**src/rtl/ceflt_pkg.sv**
```systemverilog
package ceflt_pkg;

    localparam int CEFLT_AW_DEFAULT = 16;

    // Classification of one read beat
    typedef enum logic [1:0] {
        RK_IDLE   = 2'd0,
        RK_CLEAN  = 2'd1,
        RK_SINGLE = 2'd2,
        RK_DOUBLE = 2'd3
    } read_kind_e;

    typedef struct packed {
        logic report_single;
        logic report_double;
    } evt_req_t;

    // Uncorrectable dominates correctable; nothing counts without a strobe.
    function automatic read_kind_e classify(input logic vld, input logic se, input logic de);
        if (!vld)     return RK_IDLE;
        else if (de)  return RK_DOUBLE;
        else if (se)  return RK_SINGLE;
        else          return RK_CLEAN;
    endfunction

endpackage

```
**src/rtl/ceflt_match.sv**
```systemverilog
module ceflt_match #(
    parameter int AW    = 16,
    parameter int SLICE = 4
) (
    input  logic [AW-1:0] probe_addr,
    input  logic [AW-1:0] held_addr,
    input  logic          held_valid,
    output logic          hit
);
    localparam int NSL = (AW + SLICE - 1) / SLICE;
    localparam int PW  = NSL * SLICE;

    logic [PW-1:0]  pa;
    logic [PW-1:0]  ha;
    logic [NSL-1:0] eq;

    always_comb begin
        pa = '0;
        ha = '0;
        pa[AW-1:0] = probe_addr;
        ha[AW-1:0] = held_addr;
    end

    // Slice-wise compare keeps the reduction tree shallow
    for (genvar s = 0; s < NSL; s++) begin : g_slice
        assign eq[s] = (pa[s*SLICE +: SLICE] == ha[s*SLICE +: SLICE]);
    end

    assign hit = held_valid && (&eq);
endmodule

```
**src/rtl/ceflt_entry.sv**
```systemverilog
module ceflt_entry #(
    parameter int AW = 16
) (
    input  logic          clk,
    input  logic          rst,
    input  logic          clr,
    input  logic          cap,
    input  logic [AW-1:0] cap_addr,
    output logic          vld,
    output logic [AW-1:0] addr
);
    always_ff @(posedge clk) begin
        if (rst) begin
            vld  <= 1'b0;
            addr <= '0;
        end else if (clr) begin
            vld  <= 1'b0;
        end else if (cap) begin
            vld  <= 1'b1;
            addr <= cap_addr;
        end
    end
endmodule

```
**src/rtl/ceflt_event.sv**
```systemverilog
module ceflt_event
    import ceflt_pkg::*;
(
    input  logic     clk,
    input  logic     rst,
    input  evt_req_t req,
    output logic     evt_single,
    output logic     evt_double
);
    always_ff @(posedge clk) begin
        if (rst) begin
            evt_single <= 1'b0;
            evt_double <= 1'b0;
        end else begin
            evt_single <= req.report_single;
            evt_double <= req.report_double;
        end
    end
endmodule

```
**src/rtl/ceflt_cache.sv**
```systemverilog
module ceflt_cache
    import ceflt_pkg::*;
#(
    parameter int AW = CEFLT_AW_DEFAULT
) (
    input  logic          clk,
    input  logic          rst,
    input  logic          rd_valid,
    input  logic [AW-1:0] rd_addr,
    input  logic          err_single,
    input  logic          err_double,
    input  logic          sw_clear,
    output logic          evt_single,
    output logic          evt_double,
    output logic [AW-1:0] ent_addr,
    output logic          ent_valid
);
    read_kind_e kind;
    logic       hit;
    logic       capture;
    evt_req_t   req;

    assign kind = classify(rd_valid, err_single, err_double);

    ceflt_match #(.AW(AW)) u_match (
        .probe_addr (rd_addr),
        .held_addr  (ent_addr),
        .held_valid (ent_valid),
        .hit        (hit)
    );

    // New correctable location: report and remember it
    assign capture = (kind == RK_SINGLE) && !hit;

    always_comb begin
        req.report_single = capture;
        req.report_double = (kind == RK_DOUBLE);
    end

    ceflt_entry #(.AW(AW)) u_entry (
        .clk      (clk),
        .rst      (rst),
        .clr      (sw_clear),
        .cap      (capture),
        .cap_addr (rd_addr),
        .vld      (ent_valid),
        .addr     (ent_addr)
    );

    ceflt_event u_event (
        .clk        (clk),
        .rst        (rst),
        .req        (req),
        .evt_single (evt_single),
        .evt_double (evt_double)
    );
endmodule

```
**config.mk**
```make
export PLATFORM = sky130hd
export DESIGN_NAME = ceflt_cache
export DESIGN_NICKNAME = d
export VERILOG_FILES = /design/src/rtl/ceflt_pkg.sv /design/src/rtl/ceflt_match.sv /design/src/rtl/ceflt_entry.sv /design/src/rtl/ceflt_event.sv /design/src/rtl/ceflt_cache.sv
export SDC_FILE = /design/constraint.sdc
export NUM_CORES = 1
export LEC_CHECK = 0
export BUFFER_PORTS_ARGS = -buffer_cell sky130_fd_sc_hd__buf_2
export CELL_PAD_IN_SITES_DETAIL_PLACEMENT = 1
export CELL_PAD_IN_SITES_GLOBAL_PLACEMENT = 2
export CORE_MARGIN = 10
export CORE_UTILIZATION = 26
export CTS_CLUSTER_DIAMETER = 200
export DETAILED_ROUTE_END_ITERATION = 7
export PLACE_DENSITY_LB_ADDON = 0.1
export SETUP_SLACK_MARGIN = 0.3
export SYNTH_ARGS = -nofsm -noshare
export SYNTH_HDL_FRONTEND = slang
export SYNTH_SLANG_ARGS = --single-unit
export TNS_END_PERCENT = 1
```
**constraint.sdc**
```tcl
create_clock -name clk -period 1.85 [get_ports clk]
set_input_delay 0.2775 -clock clk [delete_from_list [all_inputs] [get_ports clk]]
set_output_delay 0.2775 -clock clk [all_outputs]
set_load 0.01 [all_outputs]
```
==> run summary <==
Worst R2R Path Depth -> 6
Clock Pin Slew Worst Setup and Hold Paths -> 120 ps
Peak supply drop -> 0.381 mV
Final setup margin -> 109 ps
Root buf cell -> clkbuf_4
Status -> completed
Most frequent cells in the layout -> buf_2 (40), xor2_1 (15), a22o_2 (12), dfxtp_1 (11), dfxtp_2 (8)
Clock sinks -> 19
Power Density -> 626 nW/um^2
Commonest non-fill, non-tap cell in the layout -> buf_2
DR pass1 iterations -> 4
LEAKAGE -> 0.000636 uW
RSZ-0062 raised after global routing -> yes
Fin. max-slew vios -> 0
Period minus WS final -> 1740 ps
Routability cong. -> 0.662
Total grt overflow -> 0
Layout cells sized above 1 -> 65.3%
Synthesis-to-layout area growth -> 46.8%
R2R setup slack -> 110 ps
Warnings, synthesis -> 0
#FFs+latches synth -> 19
Largest net degree at the start of global routing -> 12
Post-route clock period utilization -> 94.1%
Total track usage -> 7.97%
DR iter-0 viols -> 21
Hold Crit Class -> input pin to register
Clock Path Buffers -> 2
CP startpoint -> u_entry.addr[5]
Ports -> 41
Hpwl dp -> 1840 um
Drt wl/cell -> 13.9 um
Floorplan Core Area -> 3030 sq um
CP Class -> register to register
Crit path DAT -> 1950 ps
Design area -> 1200 sq um
Clk_lat worst skew -> 300 ps
Initial Util -> 26.9%
Die ar. -> 5780 sq um
Sequential Area -> 390 sq um
Syn Inst Count -> 70
CTS tree -> yes
Final Setup Violations -> 0
First-pass GRT wire length -> 3830 um
Relative slew slack -> 83.1%
Crit Reg-Reg Startpoint -> u_entry.addr[5]
Pre-CTS WS -> 12.3 ps
Buffers added on ports -> 40
Final nets -> 144
Antenna cells -> 0
Post-Route Skew -> 10.6 ps
Total Routed Length -> 2290 um
Vias -> 717
Vias in the first global route -> 808
Cell variety after synth -> 17
Hold_buf cts -> 0
Final core occ -> 39.5%
Critical path peak fanout -> 5
Num CTS Buffers -> 3
Post-Syn Nets -> 92
Post-route ant nets -> 0
Kind of end point of the critical path -> register
FF-to-FF End -> u_entry.addr[5]
Worst slew pin tran -> 252 ps
Via/cell ratio -> 4.35
CP Capture Point -> u_entry.addr[5]
Post-synthesis area per instance -> 11.7 sq um
Core Rows -> 20
Placed Area -> 1100 sq um
F_max -> 574 MHz
CP startpoint kind -> register
Final Hold Vio Count -> 0
Chip Height -> 76.0 um
Overall Power -> 749 uW
Initial antenna violation count -> 0
Mapped Area -> 816 sq um
Sequential share of the synthesized area -> 46.6%
Die Wd -> 76.0 um
Number of max-cap violations -> 0
H-tree levels -> 1
Required @ worst endpoint -> 2060 ps
Layout filler cell count -> 356
Multi-input logic area -> 445 sq um
Drc violations -> 0
-- flip-flops by register name, indices dropped and copies added (netlist names) --
register / cells
u_event.evt_single: 1
u_event.evt_double: 1
u_entry.addr: 16
u_entry.vld: 1
-- logic make-up after synthesis --
logic type / Yosys count / synth area share (%)
compound gates: 21 / 25.9
xor+xnor: 16 / 17.2
buf+inv: 3 / 3.22
flops: 19 / 46.6
simple gates: 11 / 7.05
-- per-stage QoR --
step	setup TNS, ps	hold WS [ps]	cells
2_1_floorplan	0	349	70
3_3_place_gp	0	477	158
3_5_place_dp	0	483	158
4_1_cts	0	174	164
5_1_grt	-313	172	165
6_report	0	187	165
-- final cells by class --
| class | count | area share, % |
|---|---|---|
| inverters | 1 | 0.313 |
| clock buffers | 3 | 1.88 |
| repair buffers | 49 | 23.0 |
| well taps | 44 | 4.60 |
| clock inverters | 1 | 0.418 |
| multi-input cells | 48 | 37.2 |
| flip-flops and latches | 19 | 32.6 |
-- routing by layer --
metal	wire length (um)	global-route usage (%)	part of all wire, %
met1	984	8.52	43
met2	1120	13.5	49
met3	172	4.25	7.5
met4	12	1.70	0.52
met5	0	0	0
-- how the worst min path moves through the flow --
stage                           startpoint            endpoint  slack [ps]  cells past startpoint
final                             rd_valid  u_event.evt_double         190                      3
after global routing              rd_valid  u_event.evt_double         170                      3
after CTS                         rd_valid  u_event.evt_double         170                      3
after detailed placement  u_entry.addr[14]    u_entry.addr[14]         480                      1
after global placement    u_entry.addr[13]    u_entry.addr[13]         480                      1
after floorplan                        rst  u_event.evt_double         350                      1
-- what timing repair did --
item                                    CTS  global route
gates resized for setup                   4             5
endpoints found under the setup margin   16            16
pin swaps                                 4             3
setup buffers                             2             1
-- report_power, final --
part	switching, uW	internal, uW
Clock	138	80.6
Sequential	6.95	419
Combinational	52.2	52.7
-- Yosys cell counts (all sizes together) --
cell type | n | area (sq um)
nand3 | 2 | 10.0
nor3 | 1 | 5.00
dfxtp | 19 | 380
o211a | 1 | 10.0
buf | 2 | 22.5
xnor2 | 1 | 8.76
and3b | 1 | 8.76
a22o | 16 | 160
nand2 | 1 | 3.75
nor4 | 3 | 18.8
xor2 | 15 | 131
inv | 1 | 3.75
o21a | 1 | 7.51
nor2 | 3 | 11.3
o21ai | 1 | 5.00
a21o | 1 | 7.51
o31ai | 1 | 21.3
-- critical path, stage by stage, from the launching register on --
cell     delay [ps]
dfxtp_2         340
xor2_1          150
nor4_1          270
nand3_1         210
o211a_1         300
buf_4           170
a22o_2          200
Power figures use the tool's default switching activity.
